===== src/rtl/irqc_pkg.sv =====
`timescale 1ns/1ps
// Shared constants for the carrier interrupt controller.
// Assumes four slots of two lines each and a 16-bit status word whose
// layout (pending, error, timeout) is fixed by the register interface.
package irqc_pkg;
    localparam int SLOTS    = 4;
    localparam int LINES    = 2;
    localparam int REQS     = SLOTS * LINES;
    localparam int DW       = 16;
    localparam int AW       = 8;
    localparam int CW       = 8;
    localparam int ERR_BITS = DW - REQS - SLOTS;

    // control register field positions
    localparam int CB_EDGE0 = 4;
    localparam int CB_EN0   = 6;

    // word offsets
    localparam logic [AW-1:0] OFS_REV   = 8'h00;
    localparam logic [AW-1:0] OFS_CTRL0 = 8'h02;
    localparam logic [AW-1:0] OFS_RST   = 8'h0A;
    localparam logic [AW-1:0] OFS_STAT  = 8'h0C;
endpackage


===== src/rtl/irqc_ctrl_bank.sv =====
`timescale 1ns/1ps
// Per-slot control registers.
// Holds one CW-bit register per slot and exposes enable and edge-mode
// masks indexed by request line (slot*LINES + line).
// Assumes wr_sel is at most one-hot and already qualified by the write enable.
module irqc_ctrl_bank #(
    parameter int SLOTS    = 4,
    parameter int LINES    = 2,
    parameter int CW       = 8,
    parameter int CB_EDGE0 = 4,
    parameter int CB_EN0   = 6,
    localparam int REQS    = SLOTS * LINES
) (
    input  logic                      clk,
    input  logic                      rst_n,
    input  logic [SLOTS-1:0]          wr_sel,
    input  logic [CW-1:0]             wdata,
    output logic [SLOTS-1:0][CW-1:0]  ctrl_q,
    output logic [REQS-1:0]           en_mask,
    output logic [REQS-1:0]           edge_mask
);
    for (genvar n = 0; n < SLOTS; n++) begin : g_slot
        // store the control word of slot n
        always_ff @(posedge clk) begin
            if (!rst_n)
                ctrl_q[n] <= '0;
            else if (wr_sel[n])
                ctrl_q[n] <= wdata;
        end
        for (genvar i = 0; i < LINES; i++) begin : g_line
            assign en_mask[n*LINES+i]   = ctrl_q[n][CB_EN0+i];
            assign edge_mask[n*LINES+i] = ctrl_q[n][CB_EDGE0+i];
        end
    end
endmodule


===== src/rtl/irqc_status.sv =====
`timescale 1ns/1ps
// Pending and timeout flags plus module clear strobes.
// Enabled lines copy their request each cycle, and disabled lines hold.
// A status write turns ones in the pending field into one-cycle clear
// strobes and clears timeout flags. A strobe in the same cycle wins.
module irqc_status #(
    parameter int REQS  = 8,
    parameter int SLOTS = 4
) (
    input  logic             clk,
    input  logic             rst_n,
    input  logic [REQS-1:0]  req,
    input  logic [REQS-1:0]  en_mask,
    input  logic             stat_we,
    input  logic [REQS-1:0]  wd_pend,
    input  logic [SLOTS-1:0] wd_tmo,
    input  logic [SLOTS-1:0] tmo_strobe,
    output logic [REQS-1:0]  pend_q,
    output logic [REQS-1:0]  pend_next,
    output logic [SLOTS-1:0] tmo_q,
    output logic [REQS-1:0]  mod_clr
);
    // next pending value: enabled lines follow the request
    assign pend_next = (req & en_mask) | (pend_q & ~en_mask);

    // pending, timeout and clear-strobe registers
    always_ff @(posedge clk) begin
        if (!rst_n) begin
            pend_q  <= '0;
            tmo_q   <= '0;
            mod_clr <= '0;
        end else begin
            pend_q  <= pend_next;
            tmo_q   <= (tmo_q & ~(stat_we ? wd_tmo : '0)) | tmo_strobe;
            mod_clr <= stat_we ? wd_pend : '0;
        end
    end
endmodule


===== src/rtl/irqc_host_irq.sv =====
`timescale 1ns/1ps
// Host interrupt generation.
// The level part is recomputed only when a level-mode pending bit changes.
// The edge part is a one-cycle pulse on any edge-mode pending rise.
module irqc_host_irq #(
    parameter int REQS = 8
) (
    input  logic            clk,
    input  logic            rst_n,
    input  logic [REQS-1:0] pend_q,
    input  logic [REQS-1:0] pend_next,
    input  logic [REQS-1:0] edge_mask,
    output logic            host_irq
);
    logic level_q;
    logic pulse_q;
    logic lvl_change;
    logic edge_rise;

    assign lvl_change = |((pend_next ^ pend_q) & ~edge_mask);
    assign edge_rise  = |(pend_next & ~pend_q & edge_mask);

    // level state and edge pulse registers
    always_ff @(posedge clk) begin
        if (!rst_n) begin
            level_q <= 1'b0;
            pulse_q <= 1'b0;
        end else begin
            if (lvl_change)
                level_q <= |(pend_next & ~edge_mask);
            pulse_q <= edge_rise;
        end
    end

    assign host_irq = level_q | pulse_q;
endmodule


===== src/rtl/irq_carrier_ctl.sv =====
`timescale 1ns/1ps
// Carrier interrupt aggregation controller, top level.
// Decodes the register port, instantiates the control bank, the status
// logic and the host interrupt logic, and muxes read data.
// Assumes a single-cycle write strobe and a combinational read.
module irq_carrier_ctl
    import irqc_pkg::*;
(
    input  logic            clk,
    input  logic            rst_n,
    input  logic [AW-1:0]   reg_addr,
    input  logic            reg_we,
    input  logic [DW-1:0]   reg_wdata,
    output logic [DW-1:0]   reg_rdata,
    input  logic [REQS-1:0] mod_req,
    output logic [REQS-1:0] mod_clr,
    input  logic [SLOTS-1:0] tmo_strobe,
    output logic            host_irq
);
    logic [SLOTS-1:0]          ctrl_sel;
    logic [SLOTS-1:0][CW-1:0]  ctrl_q;
    logic [REQS-1:0]           en_mask;
    logic [REQS-1:0]           edge_mask;
    logic [REQS-1:0]           pend_q;
    logic [REQS-1:0]           pend_next;
    logic [SLOTS-1:0]          tmo_q;
    logic [DW-1:0]             status_w;
    logic                      stat_we;
    logic                      unused_err_wd;

    for (genvar n = 0; n < SLOTS; n++) begin : g_dec
        assign ctrl_sel[n] = reg_we && (reg_addr == AW'(OFS_CTRL0 + 2*n));
    end
    assign stat_we       = reg_we && (reg_addr == OFS_STAT);
    assign unused_err_wd = ^reg_wdata[DW-SLOTS-1:REQS];
    assign status_w      = {tmo_q, {ERR_BITS{1'b0}}, pend_q};

    irqc_ctrl_bank #(
        .SLOTS(SLOTS), .LINES(LINES), .CW(CW),
        .CB_EDGE0(CB_EDGE0), .CB_EN0(CB_EN0)
    ) u_ctrl (
        .clk(clk), .rst_n(rst_n), .wr_sel(ctrl_sel), .wdata(reg_wdata[CW-1:0]),
        .ctrl_q(ctrl_q), .en_mask(en_mask), .edge_mask(edge_mask)
    );

    irqc_status #(.REQS(REQS), .SLOTS(SLOTS)) u_stat (
        .clk(clk), .rst_n(rst_n), .req(mod_req), .en_mask(en_mask),
        .stat_we(stat_we), .wd_pend(reg_wdata[REQS-1:0]),
        .wd_tmo(reg_wdata[DW-1 -: SLOTS]), .tmo_strobe(tmo_strobe),
        .pend_q(pend_q), .pend_next(pend_next), .tmo_q(tmo_q), .mod_clr(mod_clr)
    );

    irqc_host_irq #(.REQS(REQS)) u_host (
        .clk(clk), .rst_n(rst_n), .pend_q(pend_q), .pend_next(pend_next),
        .edge_mask(edge_mask), .host_irq(host_irq)
    );

    // read mux: status, control words, zero elsewhere
    always_comb begin
        reg_rdata = '0;
        if (reg_addr == OFS_STAT)
            reg_rdata = status_w;
        for (int n = 0; n < SLOTS; n++) begin
            if (reg_addr == AW'(OFS_CTRL0 + 2*n))
                reg_rdata = {{(DW-CW){1'b0}}, ctrl_q[n]};
        end
    end
endmodule


===== config.mk =====
export PLATFORM = sky130hd
export DESIGN_NAME = irq_carrier_ctl
export DESIGN_NICKNAME = d
export VERILOG_FILES = /design/src/rtl/irqc_pkg.sv /design/src/rtl/irqc_ctrl_bank.sv /design/src/rtl/irqc_status.sv /design/src/rtl/irqc_host_irq.sv /design/src/rtl/irq_carrier_ctl.sv
export SDC_FILE = /design/constraint.sdc
export NUM_CORES = 1
export LEC_CHECK = 0
export BUFFER_PORTS_ARGS = -buffer_cell sky130_fd_sc_hd__clkbuf_2
export CORE_ASPECT_RATIO = 1.25
export CORE_MARGIN = 2
export CORE_UTILIZATION = 48
export DETAILED_ROUTE_END_ITERATION = 10
export PLACE_DENSITY_LB_ADDON = 0.3
export REMOVE_ABC_BUFFERS = 1
export SLEW_MARGIN = 10
export SYNTH_ARGS = -nofsm -noshare
export SYNTH_HDL_FRONTEND = slang
export SYNTH_SLANG_ARGS = --single-unit

===== constraint.sdc =====
create_clock -name clk -period 1.9 [get_ports clk]
set_input_delay 0.19 -clock clk [delete_from_list [all_inputs] [get_ports clk]]
set_output_delay 0.19 -clock clk [all_outputs]
set_load 0.05 [all_outputs]

-- Word level (Yosys, flattened, before mapping)
Index checks and enable logic that the tools add are counted.
- flip-flop bits (word level): 54
- input bits: 39
- output and inout port bits: 25
- logic and storage cells: 44
- equal/unequal tests: 5
- muxes and demuxes: 6
- bitwise gates (word level): 15
- reduce and logical (&&, ||, !) cells: 9
- operators with widths (operator ; count):
    two-way mux 16 bit ; 5
    AND 8 bit ; 6
    NOT 8 bit ; 3
    OR reduction 8 bit ; 3
    equality test 8 x 3 -> 1 bit, second input constant ; 2
    equality test 8 x 4 -> 1 bit, second input constant ; 2
    equality test 8 x 2 -> 1 bit, second input constant ; 1
    OR 8 bit ; 1
    XOR 8 bit ; 1
    logical AND 1 bit ; 5
    AND 4 bit ; 1
    two-way mux 4 bit ; 1
    NOT 4 bit ; 1
    OR 4 bit ; 1
    AND reduction 2 bit ; 1
    OR 1 bit ; 1

-- Depth between registers and ports, before layout
- depth in word-level cells: 6
- gate-level depth with buffers: 7
- mapped depth without buffers: 7

-- Modules after synthesis
From an unflattened synthesis, not the netlist that was laid out.
- cell total of the unflattened synthesis: 303
- area, all modules: 2920.3 um^2
- modules (own cells, without submodules) (module ; instances ; cells an instance ; area each (um^2) ; sequential area each (um^2)):
    irqc_ctrl_bank ; 1 ; 119 ; 1341.3 ; 640.6
    irqc_status ; 1 ; 59 ; 698.2 ; 400.4
    irq_carrier_ctl ; 1 ; 81 ; 546.8 ; 0.0
    irqc_host_irq ; 1 ; 44 ; 334.1 ; 40.0

-- Least setup slack after synthesis
OpenSTA, ideal clock, no wires.
- path type: input to output
- from: in reg_addr[5]
- to: out reg_rdata[4]
- arrival: 2.464 ns
- required time: 1.710 ns
- slack: -0.754 ns
- cell stages on the path: 5
- buffers on the path: 2
- cell sequence: or4_4 > buf_6 > or2_1 > clkbuf_1 > o31ai_1
- word-level cells in the longest chain between the ends: 6
- elaborated cells between the ends (all ways): 10
- those cells by class: 5 x eq/ne; 5 x mux
- RTL lines (what ; line ; text):
    start: declaration ; irq_carrier_ctl.sv:11 ; input logic [AW-1:0] reg_addr,
    equality test 8 x 4 -> 1 bit ; irq_carrier_ctl.sv:61 ; if (reg_addr == OFS_STAT)
    two-way mux 16 bit ; irq_carrier_ctl.sv:61 ;
    two-way mux 16 bit (3 in a row) ; irq_carrier_ctl.sv:64 ; if (reg_addr == AW'(OFS_CTRL0 + 2*n))
    two-way mux 16 bit * ; irq_carrier_ctl.sv:64 ;
    end: declaration ; irq_carrier_ctl.sv:14 ; output logic [DW-1:0] reg_rdata,
Mark *: on every way between the ends. The rest lies on a longest branch, timed or not.

-- Final worst setup path
- from: reg u_ctrl.ctrl_q[7] (netlist name)
- to: reg u_host.level_q
- word-level cells in the longest chain between the ends: 6
- elaborated cells between the ends (all ways): 9
- those cells by class: 7 x bitwise; 2 x reduce/logical
- RTL lines (what ; line ; text):
    start: declaration ; irqc_ctrl_bank.sv:18 ; output logic [SLOTS-1:0][CW-1:0] ctrl_q,
    start signal: indexed assignment ; irqc_ctrl_bank.sv:28 ; ctrl_q[n] <= wdata;
    NOT 8 bit ; irqc_status.sv:24 ; assign pend_next = (req & en_mask) | (pend_q & ~en_mask);
    AND 8 bit ; irqc_status.sv:24 ;
    OR 8 bit * ; irqc_status.sv:24 ;
    XOR 8 bit ; irqc_host_irq.sv:20 ; assign lvl_change = |((pend_next ^ pend_q) & ~edge_mask);
    AND 8 bit ; irqc_host_irq.sv:20 ;
    OR reduction 8 bit ; irqc_host_irq.sv:20 ;
    end signal: assignment ; irqc_host_irq.sv:30 ; level_q <= |(pend_next & ~edge_mask);
    end: declaration ; irqc_host_irq.sv:15 ; logic level_q;
Marked as above.
A chain may end at the register's enable or synchronous reset.

==> flow_summary.yaml <==
min_path:
  min_to: "u_stat.tmo_q[2]"
  hold_depth: 2
  min_path_type: "in2reg"
  hold_start: "reg_wdata[14]"
final_layout:
  regArea_um2: 1090
  fillers: 402
  syn_to_final_growth_pct: 39.6
  drive_gt1_frac: 0.368
  nets: 437
  num_antenna_cells: 0
  postLayoutCellArea_um2: 3610
  multiInputGateArea_um2: 1470
detailed_routing:
  drtPass1Iterations: 4
  drtIter0Drc: 179
  via_count: 2458
  drc: 0
  viasPerCell: 5.43
  finalWirelength_um: 7270
  antenna_left: 0
  wl_per_cell_um: 16.0
placement:
  dp_hpwl_um: 5040
  placed_area_um2: 3290
  gp_congestion: 0.892
  io_buffers: 55
  post-place-ws_ps: -152
critical_path:
  path_delay_family: "buffers and inverters"
  cp.depth: 11
  max_stage_delay_ps: 360
  r2r-end: "u_host.level_q"
  worstPathCellList: "mux2i_2 -> buf_4 -> buf_4 -> buf_4 -> buf_4 -> buf_4 -> buf_4 -> buf_4 -> o22ai_2 -> nor4_2 -> a21oi_1"
  cp_max_fo: 2
  slowest_stage: "dfxtp_2"
  rr_startpoint: "u_ctrl.ctrl_q[7]"
  start_kind: "flip-flop"
  reg2reg_slack_ps: -20
  worst-path-buf-inv: 7
  cp-end-kind: "flip-flop"
  critPathMostFrequentCell: "buf_4"
  worstPathArrival_ps: 2110
  worstRegToRegCells: 11
  path_class: "reg2reg"
  required_ps: 2100
clock_network:
  clkTransAtPathRegs_ps: 100
  h-tree-depth: 2
  clock_path_buffers: 2
  cts-buffers-inserted: 5
  ctsHoldBuffers: 0
  cts_root_buf: "clkbuf_8"
  cts_tree: "done"
  cts_sinks: 54
  insertion_delay_ps: 320
power_and_ir_drop:
  p_per_area_nw_per_um2: 584
  seqPwrFrac: 0.541
  p_sw_frac: 0.245
  leakagePower_nw: 1.52
  ir_drop_v: 0.000439
  p_int_w: 0.00159
  p_comb_frac: 0.089
  power_frac_clock: 0.370
  p_sw_w: 0.000516
yosys:
  synth.area.top_cells: "dfxtp_1 (42%), mux2i_1 (15%), nor2_1 (6.7%), ha_1 (3.9%), a21oi_1 (3.3%)"
  synth_top_area_cell: "dfxtp_1"
  synthArstFlopShare: 0
  ys_seq_elements: 54
  synth_top_cell_area_share: 0.418
  yosys_warnings: 0
  synth_cell_types: 34
  syn_area_um2: 2590
  synth_ff_type: "dfxtp_1"
  ys_seq_area_frac: 0.418
  synth-edff-count: 0
  synth_cells: 293
  avgSynthCellArea_um2: 8.83
global_route:
  globalRouteMet3Util: 0.0376
  grt.total_usage: 0.243
  grt_max_degree: 42
  antenna_found_initial: 0
  grt_pass1_wl_um: 11500
  gr-max-usage-layer: "met2"
  gr-total-overflow: 0
  gr-usage-met2: 0.444
  grt_pass1_vias: 2458
  met1_usage: 0.284
timing:
  rsz0062_at_grt: "true"
  finalSetupViolCount: 1
  finalCritPeriodShare: 1.01
  clock.fmax_mhz: 522
  hold_violations: 0
  finalCriticalPeriod_ps: 1920
  setup_ws_ps: -15.2
  drv_slew: 0
  clock-skew-final_ps: 9.83
status:
  violations: "negative setup slack"
  status: "finished with violations"
flow_run:
  drv_cap: 0
floorplanning:
  design.core.area_um2: 5150
  die_h_um: 86.1
  die_area_um2: 5990
  die_w_um: 69.7
  initial_core_util: 0.502
  ioPinCount: 64
  rows: 29
worst max path at each step:
stage,from,endpoint,slack [ps]
4_1_cts,u_ctrl.ctrl_q[14],u_host.level_q,1
2_1_floorplan,reg_addr[5],u_ctrl.ctrl_q[16],-710
5_1_grt,u_ctrl.ctrl_q[7],u_host.level_q,-100
3_3_place_gp,reg_addr[5],reg_rdata[6],-130
3_5_place_dp,reg_addr[5],reg_rdata[6],-150
6_report,u_ctrl.ctrl_q[7],u_host.level_q,-20
repair_timing:
action / in CTS / in global routing
gates resized for setup: 12 / 21
setup endpoints to repair: 5 / 9
setup buffers: 8 / 3
pin swaps: 7 / 7
Yosys cell counts, types with 2 or more instances:
master / instances
dfxtp_1: 54
nor2_1: 46
mux2i_1: 40
inv_1: 20
a21oi_1: 17
nand2_1: 17
o21ai_0: 17
clkbuf_1: 10
and2_1: 8
ha_1: 8
o22ai_1: 8
a22oi_1: 4
a31oi_1: 4
and3_1: 4
buf_4: 4
nand2b_1: 4
nor4_4: 4
o21ai_1: 4
o31ai_1: 4
nand3b_1: 2
flip-flops by register name (all words and copies together) (netlist names):
register,count
u_ctrl.ctrl_q,32
u_host.level_q,1
u_host.pulse_q,1
u_stat.mod_clr,8
u_stat.pend_q,8
u_stat.tmo_q,4
metal layers:
layer	routed length, µm	share of wire
met4	140	0.019
met3	356	0.049
met2	3800	0.52
met1	2970	0.41
met5	0	0
metrics by stage:
step | total power (W) | util | hold WS (ps) | TNS, ps | cells
after floorplan | 0.00124 | - | 290 | -8990 | 279
after global placement | 0.00134 | 0.639 | 377 | -448 | 435
after detailed placement | 0.00134 | 0.639 | 380 | -753 | 435
after CTS | 0.00212 | 0.685 | 35.5 | 0 | 451
after global routing | 0.00219 | 0.701 | 32.0 | -150 | 453
final | 0.00211 | 0.701 | 41.7 | -15.2 | 453
layout make-up:
type	count	share of cell area
multi-input cells	204	0.407
inverters	21	0.0218
clock inverters	3	0.0125
flip-flops and latches	54	0.302
clock buffers	5	0.0191
well taps	62	0.0215
repair buffers	104	0.216
power by group through the flow:
stage | Clock [W] | Sequential, W | Combinational [W]
6_report | 0.000781 | 0.00114 | 0.000187
5_1_grt | 0.000843 | 0.00114 | 0.000202
4_1_cts | 0.000800 | 0.00114 | 0.000179
3_5_place_dp | 0 | 0.00117 | 0.000172
3_3_place_gp | 0 | 0.00117 | 0.000169
2_1_floorplan | 0 | 0.00117 | 0.0000735
cells in the final DEF, fill, tap and decap left out, types with 9 or more instances in the layout:
| cell | count |
|---|---|
| o21ai_0 | 15 |
| buf_12 | 9 |
| dfxtp_1 | 48 |
| clkbuf_2 | 47 |
| a21oi_1 | 17 |
| nand2_1 | 13 |
| buf_4 | 47 |
| mux2i_1 | 37 |
| nor2_1 | 45 |
| inv_1 | 20 |
cells by family after synthesis:
family / count (synthesis) / synth area share
compound gates: 59 / 0.129
fa+ha+maj: 8 / 0.0387
buf+inv: 38 / 0.0643
flops: 54 / 0.418
mux: 40 / 0.155
other cells: 1 / 0.00145
simple gates: 93 / 0.194
No activity file was read; power rests on OpenSTA's default activity.
